==> src/rtl/hdlc_rxf_pkg.sv <==
package hdlc_rxf_pkg;

  localparam int unsigned BYTE_W    = 8;
  localparam int unsigned FCS_BYTES = 2;
  localparam logic [15:0] FCS_SEED    = 16'hFFFF;
  localparam logic [15:0] FCS_RESIDUE = 16'hF0B8;
  localparam logic [15:0] FCS_POLY_R  = 16'h8408;

  typedef struct packed {
    logic       frame_ok;
    logic       spare;
    logic       fcs_ok;
    logic       aborted;
    logic [3:0] zero;
  } rx_status_t;

  // one byte of the reflected CRC, least significant bit first
  function automatic logic [15:0] fcs_update(input logic [15:0] acc, input logic [7:0] b);
    logic [15:0] c;
    c = acc;
    for (int i = 0; i < 8; i++) begin
      if (c[0] ^ b[i]) c = (c >> 1) ^ FCS_POLY_R;
      else             c = c >> 1;
    end
    return c;
  endfunction

  function automatic int unsigned addr_bytes(input logic two);
    return two ? 32'd2 : 32'd1;
  endfunction

  function automatic int unsigned min_frame(input logic two, input logic keep_fcs);
    return addr_bytes(two) + FCS_BYTES + (keep_fcs ? 32'd0 : 32'd1);
  endfunction

endpackage

==> src/rtl/rxf_fcs_check.sv <==
module rxf_fcs_check
  import hdlc_rxf_pkg::*;
(
  input  logic              clk,
  input  logic              rst_n,
  input  logic              en,
  input  logic              restart,
  input  logic [BYTE_W-1:0] data,
  output logic              good
);

  logic [15:0] acc_q;

  always_ff @(posedge clk) begin
    if (!rst_n)  acc_q <= FCS_SEED;
    else if (en) acc_q <= fcs_update(restart ? FCS_SEED : acc_q, data);
  end

  assign good = (acc_q == FCS_RESIDUE);


  fcs_idle_hold_chk: assert property (@(posedge clk) disable iff (!rst_n)
    !en |=> $stable(acc_q));

endmodule

==> src/rtl/rxf_tail_hold.sv <==
module rxf_tail_hold #(
  parameter int unsigned DEPTH = 2,
  parameter int unsigned W     = 8
) (
  input  logic         clk,
  input  logic         rst_n,
  input  logic         flush,
  input  logic         push,
  input  logic [W-1:0] din,
  output logic         pop_valid,
  output logic [W-1:0] pop_data
);

  logic [DEPTH-1:0][W-1:0] slot_q;
  logic [DEPTH-1:0]        vld_q;

  assign pop_valid = push && vld_q[DEPTH-1] && !flush;
  assign pop_data  = slot_q[DEPTH-1];

  always_ff @(posedge clk) begin
    if (!rst_n)      vld_q <= '0;
    else if (flush)  vld_q <= DEPTH'(push);
    else if (push)   vld_q <= (vld_q << 1) | DEPTH'(1);
  end

  always_ff @(posedge clk) begin
    if (push) begin
      slot_q[0] <= din;
      for (int i = 1; i < DEPTH; i++) slot_q[i] <= slot_q[i-1];
    end
  end


  tail_thermo_chk: assert property (@(posedge clk) disable iff (!rst_n)
    ((vld_q + 1'b1) & vld_q) == '0);

endmodule

==> src/rtl/rxf_frame_ctl.sv <==
module rxf_frame_ctl
  import hdlc_rxf_pkg::*;
#(
  parameter int unsigned LEN_W = 6
) (
  input  logic       clk,
  input  logic       rst_n,
  input  logic       in_valid,
  input  logic       in_sof,
  input  logic       in_eof,
  input  logic       in_abort,
  input  logic       addr_two,
  input  logic       push_addr,
  input  logic       push_fcs,
  input  logic       fcs_good,
  output logic       take,
  output logic       restart,
  output logic       in_addr,
  output logic       cfg_push_addr,
  output logic       cfg_push_fcs,
  output logic       close_pend,
  output rx_status_t status
);

  localparam logic [LEN_W-1:0] LEN_MAX = '1;

  logic             open_q, two_q, pa_q, pf_q, abort_q, close_q;
  logic [LEN_W-1:0] len_q;
  logic             cur_two, abort_ev, long_enough;
  logic [LEN_W-1:0] idx, len_next;

  always_comb begin
    take          = in_valid && (in_sof || open_q);
    restart       = in_valid && in_sof;
    cur_two       = in_sof ? addr_two  : two_q;
    cfg_push_addr = in_sof ? push_addr : pa_q;
    cfg_push_fcs  = in_sof ? push_fcs  : pf_q;
    idx           = in_sof ? '0 : len_q;
    len_next      = (idx == LEN_MAX) ? idx : idx + 1'b1;
    in_addr       = idx < LEN_W'(addr_bytes(cur_two));
    abort_ev      = in_abort && !in_valid && open_q;
    long_enough   = len_q >= LEN_W'(min_frame(two_q, pf_q));
  end

  always_ff @(posedge clk) begin
    if (!rst_n) begin
      open_q  <= 1'b0;
      two_q   <= 1'b0;
      pa_q    <= 1'b0;
      pf_q    <= 1'b0;
      abort_q <= 1'b0;
      close_q <= 1'b0;
      len_q   <= '0;
    end else begin
      close_q <= 1'b0;
      if (take) begin
        len_q   <= len_next;
        open_q  <= !in_eof;
        close_q <= in_eof;
        if (in_sof) begin
          two_q   <= addr_two;
          pa_q    <= push_addr;
          pf_q    <= push_fcs;
          abort_q <= 1'b0;
        end
      end else if (abort_ev) begin
        open_q  <= 1'b0;
        abort_q <= 1'b1;
        close_q <= 1'b1;
      end
    end
  end

  always_comb begin
    status.frame_ok = long_enough && !abort_q;
    status.spare    = 1'b0;
    status.fcs_ok   = fcs_good && !abort_q;
    status.aborted  = abort_q;
    status.zero     = '0;
  end

  assign close_pend = close_q;


  abort_close_chk: assert property (@(posedge clk) disable iff (!rst_n)
    abort_ev |=> close_q && abort_q && !open_q);


  eof_gap_chk: assert property (@(posedge clk) disable iff (!rst_n)
    (take && in_eof) |=> !(in_valid && in_sof));


  cfg_hold_chk: assert property (@(posedge clk) disable iff (!rst_n)
    (open_q && !restart) |=> $stable(pf_q) && $stable(pa_q) && $stable(two_q));

endmodule

==> src/rtl/hdlc_rx_formatter.sv <==
module hdlc_rx_formatter
  import hdlc_rxf_pkg::*;
#(
  parameter int unsigned LEN_W = 6
) (
  input  logic              clk,
  input  logic              rst_n,
  input  logic              in_valid,
  input  logic [BYTE_W-1:0] in_data,
  input  logic              in_sof,
  input  logic              in_eof,
  input  logic              in_abort,
  input  logic              addr_two,
  input  logic              push_addr,
  input  logic              push_fcs,
  output logic              fifo_wr,
  output logic [BYTE_W-1:0] fifo_data,
  output logic              msg_end
);

  logic              take, restart, in_addr, cfg_pa, cfg_pf, close_pend, fcs_good;
  rx_status_t        status;
  logic              addr_wr, body, direct_wr, tail_push, tail_pop;
  logic              byte_wr;
  logic [BYTE_W-1:0] tail_data, byte_data;

  rxf_frame_ctl #(.LEN_W(LEN_W)) u_ctl (
    .clk(clk), .rst_n(rst_n), .in_valid(in_valid), .in_sof(in_sof),
    .in_eof(in_eof), .in_abort(in_abort), .addr_two(addr_two),
    .push_addr(push_addr), .push_fcs(push_fcs), .fcs_good(fcs_good),
    .take(take), .restart(restart), .in_addr(in_addr),
    .cfg_push_addr(cfg_pa), .cfg_push_fcs(cfg_pf),
    .close_pend(close_pend), .status(status)
  );

  rxf_fcs_check u_fcs (
    .clk(clk), .rst_n(rst_n), .en(take), .restart(restart),
    .data(in_data), .good(fcs_good)
  );

  rxf_tail_hold #(.DEPTH(FCS_BYTES), .W(BYTE_W)) u_tail (
    .clk(clk), .rst_n(rst_n), .flush(restart), .push(tail_push),
    .din(in_data), .pop_valid(tail_pop), .pop_data(tail_data)
  );

  always_comb begin
    addr_wr   = take && in_addr && cfg_pa;
    body      = take && !in_addr;
    direct_wr = body && cfg_pf;
    tail_push = body && !cfg_pf;
    byte_wr   = addr_wr || direct_wr || tail_pop;
    byte_data = tail_pop ? tail_data : in_data;
  end

  always_ff @(posedge clk) begin
    if (!rst_n) begin
      fifo_wr   <= 1'b0;
      fifo_data <= '0;
      msg_end   <= 1'b0;
    end else begin
      fifo_wr   <= byte_wr || close_pend;
      fifo_data <= close_pend ? BYTE_W'(status) : byte_data;
      msg_end   <= close_pend;
    end
  end


  single_source_chk: assert property (@(posedge clk) disable iff (!rst_n)
    !(byte_wr && close_pend));


  close_to_end_chk: assert property (@(posedge clk) disable iff (!rst_n)
    close_pend |=> msg_end && fifo_wr);


  status_layout_chk: assert property (@(posedge clk) disable iff (!rst_n)
    msg_end |-> (fifo_data[6] == 1'b0) && (fifo_data[3:0] == 4'h0));


  abort_status_chk: assert property (@(posedge clk) disable iff (!rst_n)
    (msg_end && fifo_data[4]) |-> !fifo_data[7] && !fifo_data[5]);


  tail_only_stripped_chk: assert property (@(posedge clk) disable iff (!rst_n)
    tail_pop |-> !cfg_pf);

endmodule

==> config.mk <==
export PLATFORM = sky130hd
export DESIGN_NAME = hdlc_rx_formatter
export DESIGN_NICKNAME = d
export VERILOG_FILES = /design/src/rtl/hdlc_rxf_pkg.sv /design/src/rtl/rxf_fcs_check.sv /design/src/rtl/rxf_tail_hold.sv /design/src/rtl/rxf_frame_ctl.sv /design/src/rtl/hdlc_rx_formatter.sv
export SDC_FILE = /design/constraint.sdc
export NUM_CORES = 1
export LEC_CHECK = 0
export ABC_AREA = 1
export ABC_CLOCK_PERIOD_IN_PS = 6300
export BUFFER_PORTS_ARGS = -buffer_cell sky130_fd_sc_hd__buf_4
export CORE_ASPECT_RATIO = 2
export CORE_UTILIZATION = 40
export CTS_BUF_LIST = sky130_fd_sc_hd__clkbuf_4 sky130_fd_sc_hd__clkbuf_8
export CTS_CLUSTER_DIAMETER = 50
export CTS_CLUSTER_SIZE = 8
export DETAILED_ROUTE_END_ITERATION = 10
export GPL_TIMING_DRIVEN = 0
export PLACE_DENSITY_LB_ADDON = 0.05
export SLEW_MARGIN = 20
export SYNTH_ARGS = -nofsm -noshare
export SYNTH_HDL_FRONTEND = slang
export SYNTH_HIERARCHICAL = 1
export SYNTH_SLANG_ARGS = --single-unit
==> constraint.sdc <==
create_clock -name clk -period 6.3 [get_ports clk]
set_clock_uncertainty 0.15 [all_clocks]
set_input_delay 1.89 -clock clk [delete_from_list [all_inputs] [get_ports clk]]
set_output_delay 1.89 -clock clk [all_outputs]
set_load 0.01 [all_outputs]
Word level (Yosys, flattened, before mapping)
Index checks and enable logic that the tools add are counted.

word-level totals
  register bits after elaboration = 56
  output and inout port bits = 10

operators by class
  add/sub/neg operators = 3
  magnitude comparators = 2
  equal/unequal tests = 3
  multiplexer cells = 42
  bitwise operators = 17
  reduce and logical (&&, ||, !) cells = 28

operators by type and width
  kind                    number
  $mux W16                23
  $not A2 Y3              8
  $eq A16 B16 Y1 const B  1
  $mux W8                 2
  $logic_and A1 B1 Y1     13
  $mux W1                 13
  $mux W6                 2
  $xor A1 B1 Y1           8
  $add A6 B1 Y6 const B   1
  $add A6 B2 Y6 const B   1
  $add A6 B6 Y6           1
  $eq A6 B6 Y1 const B    1
  $ge A6 B6 Y1            1
  $logic_not A1 Y1        6
  $lt A6 B6 Y1            1
  $logic_or A1 B1 Y1      4
  $mux W2                 2
  $reduce_bool A2 Y1      2
  $reduce_or A2 Y1        2
  $ne A2 B2 Y1 const B    1
  $reduce_and A2 Y1       1
  $not A1 Y1              1

Longest topological paths before layout
  word-level depth = 32
  mapped depth = 19
  depth with buffers taken out = 17

Cells and area by module
The synthesis kept the hierarchy.

by module, submodules not included
  module             instances  cells an instance  area an instance (um^2)  seq. area each (um^2)
  rxf_fcs_check      1          173                1,014.7                  320.3
  rxf_frame_ctl      1          125                883.3                    240.2
  rxf_tail_hold      1          37                 628.1                    520.5
  hdlc_rx_formatter  1          82                 500.5                    200.2

Least setup slack after synthesis
Ideal clock, no wire load.

  kind = input to register
  start point = in in_sof
  end point = reg fifo_data[0]
  library setup time = 0.109 ns
  arrival time = 4.243 ns
  data required time = 6.041 ns
  slack = 1.799 ns
  cell stages on the path = 18
  path buffers = 2
  cell sequence = buf_6 o21ai_0 inv_1 ha_1 o21ai_0 nand2_1 nor2_1 inv_1 nand2_1 nor2_1 nand2_1 nor2_1 buf_4 inv_2 nand2_1 nand3_1 nand2_1 inv_1

between the ends
  longest elaborated chain between the ends = 9
  elaborated cells between the ends (all ways) = 16
  classes of those cells = order compare (1); mux (5); reduce/logical (10)

RTL lines
  what                                   line                     source
  from (decl)                            hdlc_rx_formatter.sv:10  input logic in_sof,
  $mux W1                                rxf_frame_ctl.sv:35      cur_two = in_sof ? addr_two : two_q;
  $mux W2                                hdlc_rxf_pkg.sv:29       return two ? 32'd2 : 32'd1;
  $lt A6 B6 Y1 (*)                       rxf_frame_ctl.sv:40      in_addr = idx < LEN_W'(addr_bytes(cur_two));
  net in_addr                            hdlc_rx_formatter.sv:21  logic take, restart, in_addr, cfg_pa, cfg_pf, close_pend, fcs_good;
  $logic_not A1 Y1 (*)                   hdlc_rx_formatter.sv:48  body = take && !in_addr;
  $logic_and A1 B1 Y1 (*)                hdlc_rx_formatter.sv:48
  $logic_and A1 B1 Y1 (*)                hdlc_rx_formatter.sv:50  tail_push = body && !cfg_pf;
  net tail_push                          hdlc_rx_formatter.sv:23  logic addr_wr, body, direct_wr, tail_push, tail_pop;
  $logic_and A1 B1 Y1 (*) (2 in series)  rxf_tail_hold.sv:17      assign pop_valid = push && vld_q[DEPTH-1] && !flush;
  net tail_pop                           hdlc_rx_formatter.sv:23
  $mux W8 (*)                            hdlc_rx_formatter.sv:52  byte_data = tail_pop ? tail_data : in_data;
  to (signal assigned)                   hdlc_rx_formatter.sv:62  fifo_data <= close_pend ? BYTE_W'(status) : byte_data;
  to (decl)                              hdlc_rx_formatter.sv:17  output logic [BYTE_W-1:0] fifo_data,

The timed path passes the listed nets; every way through them passes the cells marked *.
A chain may end at the register's enable or synchronous reset.

Worst setup path after layout
  start point = in in_sof
  end point = reg fifo_data[3]

The elaborated chain is that of the path after synthesis.

==> run summary <==
STATUS
---------------------------------------------------------------------------------------
Status                                                                     complete, no violations

WORST HOLD PATH
---------------------------------------------------------------------------------------
Hold Crit Endpoint                                                         u_tail/pop_data[7]
Worst hold path depth                                                                 0
Origin of the worst min-delay path                                         u_tail/slot_q[7]
Worst min-delay path category                                                   reg2reg

LAYOUT
---------------------------------------------------------------------------------------
Non-filler cells, final                                                             547
Fin area                                                                   0.00345 mm^2
Area grow syn2layout                                                              14.1%
Antenna cells                                                                         0
Final #Nets                                                                         477
Share of cells above drive strength 1                                             0.169
End-of-flow core utilization                                                      0.475

GLOBAL ROUTING
---------------------------------------------------------------------------------------
Gr ovfl total                                                                         0
Via count of the first global-routing pass                                        2,516
Wire length of the first global-routing pass                                    11.9 mm
GRT Util Overall                                                                  0.197
Largest net degree at the start of global routing                                    20
Initial antenna violation count                                                       0

DIE
---------------------------------------------------------------------------------------
Initial core utilization                                                          0.416
I/O pins                                                                             27
Area enclosed by the die boundary                                          0.00794 mm^2
Num rows                                                                             44
CORE AREA                                                                  0.00727 mm^2
Horizontal die dimension                                                        63.5 um
Vertical die dimension                                                           125 um

CLOCK NETWORK
---------------------------------------------------------------------------------------
Resize count post-CTS                                                                 0
Hold buffers post-CTS                                                                 0
Number of buffers inserted by post-CTS setup repair                                   0
Inserted Clock Buffers                                                                5
Root cell of the clock tree                                                sky130_fd_sc_hd__clkbuf_8
Clock transition at the registers of the reported paths                          100 ps
Insertion delay of the later-clocked pin in the worst-skew pair                  330 ps
CTS tree                                                                           done
# H-tree levels                                                                       2
Bufs on Longest Clock Path                                                            2
Number of sinks handled by clock tree synthesis                                      56

PLACEMENT
---------------------------------------------------------------------------------------
Post-detailed-placement cell area                                          0.00336 mm^2
Routability cong.                                                                 0.894
Placed insts                                                                        539
HPWL after detailed placement                                                   5.81 mm
Count of buffers inserted at the top-level ports                                     25

YOSYS
---------------------------------------------------------------------------------------
Cells after Synth                                                                   417
Distinct cells, synth                                                                32
Cell area after technology mapping                                         0.00303 mm^2
Synth Area per Inst                                                           7.26 um^2
Count of warnings emitted by yosys                                                    6
#FFs+latches synth                                                                   56
Register area share after synthesis                                               0.423

TIMING
---------------------------------------------------------------------------------------
Least-Margin Pin Slew                                                            500 ps
Final Slew Violations                                                                 0
Post-route clock period utilization                                               0.590
Final Hold Fails                                                                      0
Worst-case hold slack                                                            274 ps
Post-route setup TNS                                                               0 ps
Unrepaired setup endpoints after global routing                                      no
Minimum clock period after layout                                               3720 ps
Max transition margin                                                             0.666
Achievable frequency                                                          0.269 GHz
Number of failing setup endpoints in the final timing report                          0

POWER AND IR DROP
---------------------------------------------------------------------------------------
Total leakage power                                                          0.00167 uW
Max VDD drop                                                                     172 uV
Power Dens Cells                                                            222 mW/mm^2

DETAILED ROUTING
---------------------------------------------------------------------------------------
Overall routed net length                                                       7.22 mm
Number of violations reported at the end of detailed-routing iteration 0             89
Via count of the routed design                                                    2,612
Number of remaining DRC errors                                                        0
Average detailed-routed wire length per instance                                13.2 um
Number of routed nets with antenna violations                                         0
Detailed-route vias per instance                                                   4.78
1st-pass router iterations                                                            4

JOB
---------------------------------------------------------------------------------------
Max-cap violation count                                                               0

CRITICAL PATH
---------------------------------------------------------------------------------------
Start point of the critical path                                                 in_sof
R2r worst-path depth                                                                 18
Worst EP required                                                               6380 ps
Worst Setup Start Kind                                                        input pin
Critical register-to-register path endpoint                                fifo_data[3]
Data arrival at the endpoint of the critical path                               3800 ps
Critical Setup Path Class                                                        in2reg
Reg2reg setup slack                                                             3900 ps
Critical R2R Launch                                                         u_ctl/two_q
Crit path capture type                                                             flop
Crit-path max FO                                                                     10

## per-stage QoR
stage	setup WS, ps	power, uW
2_1_floorplan	1800	519
3_3_place_gp	1190	566
3_5_place_dp	2240	569
4_1_cts	2590	782
5_1_grt	2370	816
6_report	2580	768
## Yosys cell counts
library cell	n	area share
sky130_fd_sc_hd__nand2_4	4	0.015
sky130_fd_sc_hd__dfxtp_1	40	0.26
sky130_fd_sc_hd__buf_4	16	0.040
sky130_fd_sc_hd__o21bai_1	2	0.0050
sky130_fd_sc_hd__o211ai_1	1	0.0025
sky130_fd_sc_hd__ha_1	6	0.025
sky130_fd_sc_hd__nand4_1	6	0.012
sky130_fd_sc_hd__a21oi_1	24	0.040
sky130_fd_sc_hd__nand3_1	32	0.053
sky130_fd_sc_hd__a21boi_0	1	0.0025
sky130_fd_sc_hd__nor2_4	2	0.0074
sky130_fd_sc_hd__buf_2	1	0.0017
sky130_fd_sc_hd__xnor2_1	1	0.0029
sky130_fd_sc_hd__nand3b_1	2	0.0050
sky130_fd_sc_hd__nor4_1	2	0.0041
sky130_fd_sc_hd__buf_6	4	0.015
sky130_fd_sc_hd__o21ai_1	6	0.0099
sky130_fd_sc_hd__nand2_1	105	0.13
sky130_fd_sc_hd__edfxtp_1	16	0.16
sky130_fd_sc_hd__o21ai_0	24	0.040
sky130_fd_sc_hd__inv_2	4	0.0050
sky130_fd_sc_hd__nor2_1	47	0.058
sky130_fd_sc_hd__inv_1	53	0.066
sky130_fd_sc_hd__clkbuf_1	3	0.0037
sky130_fd_sc_hd__conb_1	1	0.0012
sky130_fd_sc_hd__inv_8	1	0.0037
sky130_fd_sc_hd__a31oi_1	2	0.0041
sky130_fd_sc_hd__a21oi_2	3	0.0087
sky130_fd_sc_hd__nand2_2	3	0.0062
sky130_fd_sc_hd__nor2_2	3	0.0062
sky130_fd_sc_hd__and3_1	1	0.0021
sky130_fd_sc_hd__clkbuf_2	1	0.0017
## power breakdown
group	internal (uW)	switching (uW)	leakage (uW)	total (uW)
sequential	395	17.2	0.000477	412
combinational	58.5	88.5	0.00115	147
clock	81.3	127	0.0000452	209
total	535	233	0.00167	768
## critical path, cell delays in order
cell and delay (ps):
sky130_fd_sc_hd__buf_6 130, sky130_fd_sc_hd__o21ai_0 220, sky130_fd_sc_hd__inv_1 90, sky130_fd_sc_hd__ha_1 280, sky130_fd_sc_hd__o21ai_0 70, sky130_fd_sc_hd__nand2_1 60, sky130_fd_sc_hd__nor2_1 60, sky130_fd_sc_hd__inv_1 70
sky130_fd_sc_hd__nand2_1 60, sky130_fd_sc_hd__nor2_2 190, sky130_fd_sc_hd__nand2_1 80, sky130_fd_sc_hd__nor2_1 80, sky130_fd_sc_hd__buf_4 180, sky130_fd_sc_hd__inv_2 90, sky130_fd_sc_hd__nand2_1 60, sky130_fd_sc_hd__nand3_1 80
sky130_fd_sc_hd__nand2_1 70, sky130_fd_sc_hd__inv_1 30
## cell usage in the layout, fill, tap and decap left out, types with 3 or more instances in the layout
| cell | netlist | final |
|---|---|---|
| sky130_fd_sc_hd__edfxtp_1 | 16 | 16 |
| sky130_fd_sc_hd__nor2_1 | 47 | 46 |
| sky130_fd_sc_hd__o21ai_1 | 6 | 6 |
| sky130_fd_sc_hd__clkbuf_8 | 0 | 5 |
| sky130_fd_sc_hd__ha_1 | 6 | 6 |
| sky130_fd_sc_hd__conb_1 | 1 | 5 |
| sky130_fd_sc_hd__nand2_2 | 3 | 3 |
| sky130_fd_sc_hd__inv_1 | 53 | 53 |
| sky130_fd_sc_hd__nand2_4 | 4 | 4 |
| sky130_fd_sc_hd__o21ai_0 | 24 | 24 |
| sky130_fd_sc_hd__clkbuf_1 | 3 | 3 |
| sky130_fd_sc_hd__nand3_1 | 32 | 32 |
| sky130_fd_sc_hd__dfxtp_1 | 40 | 40 |
| sky130_fd_sc_hd__buf_6 | 4 | 5 |
| sky130_fd_sc_hd__a21oi_1 | 24 | 24 |
| sky130_fd_sc_hd__a21oi_2 | 3 | 3 |
| sky130_fd_sc_hd__nor2_2 | 3 | 4 |
| sky130_fd_sc_hd__buf_4 | 16 | 41 |
| sky130_fd_sc_hd__inv_2 | 4 | 4 |
| sky130_fd_sc_hd__nand2_1 | 105 | 105 |
| sky130_fd_sc_hd__nand4_1 | 6 | 6 |
## registers in the layout (all words and copies together), names as in the netlist, 2 cells and up
register         count
fifo_data            8
u_tail/slot_q        8
u_tail/vld_q         2
u_fcs/acc_q         16
u_tail/pop_data      8
u_ctl/len_q          6
## worst max path at each step
stage / end / slack [ps] / cells after the start
3_5_place_dp: fifo_data[3] / 2240 / 18
3_3_place_gp: fifo_data[3] / 1190 / 18
4_1_cts: fifo_data[3] / 2590 / 18
2_1_floorplan: fifo_data[0] / 1800 / 18
6_report: fifo_data[3] / 2580 / 18
5_1_grt: fifo_data[0] / 2370 / 18
## layer usage
metal	track usage	wire length, um
met4	0.115	318
met1	0.177	2520
met2	0.395	4250
met5	0	0
met3	0.0255	131
## layout make-up
class,count,area (um^2)
inverter,58,225
clock inverter,3,25.0
fill,802,3810
clock buffer,5,68.8
buffer,25,186
tap,92,115
multi-input combinational,282,1350
timing repair buffer,26,199
sequential,56,1280
## kinds of logic (layout without fill, tap and decap cells)
| kind of cell | count (synthesis) | after routing | share of synthesized area |
|---|---|---|---|
| simple gates | 207 | 207 | 0.300 |
| buf+inv | 83 | 117 | 0.136 |
| compound gates | 63 | 63 | 0.112 |
| flops | 56 | 56 | 0.423 |
| fa+ha+maj | 6 | 6 | 0.0248 |
| other cells | 1 | 5 | 0.00124 |
| xor+xnor | 1 | 1 | 0.00289 |
No activity file was read; power rests on OpenSTA's default activity.
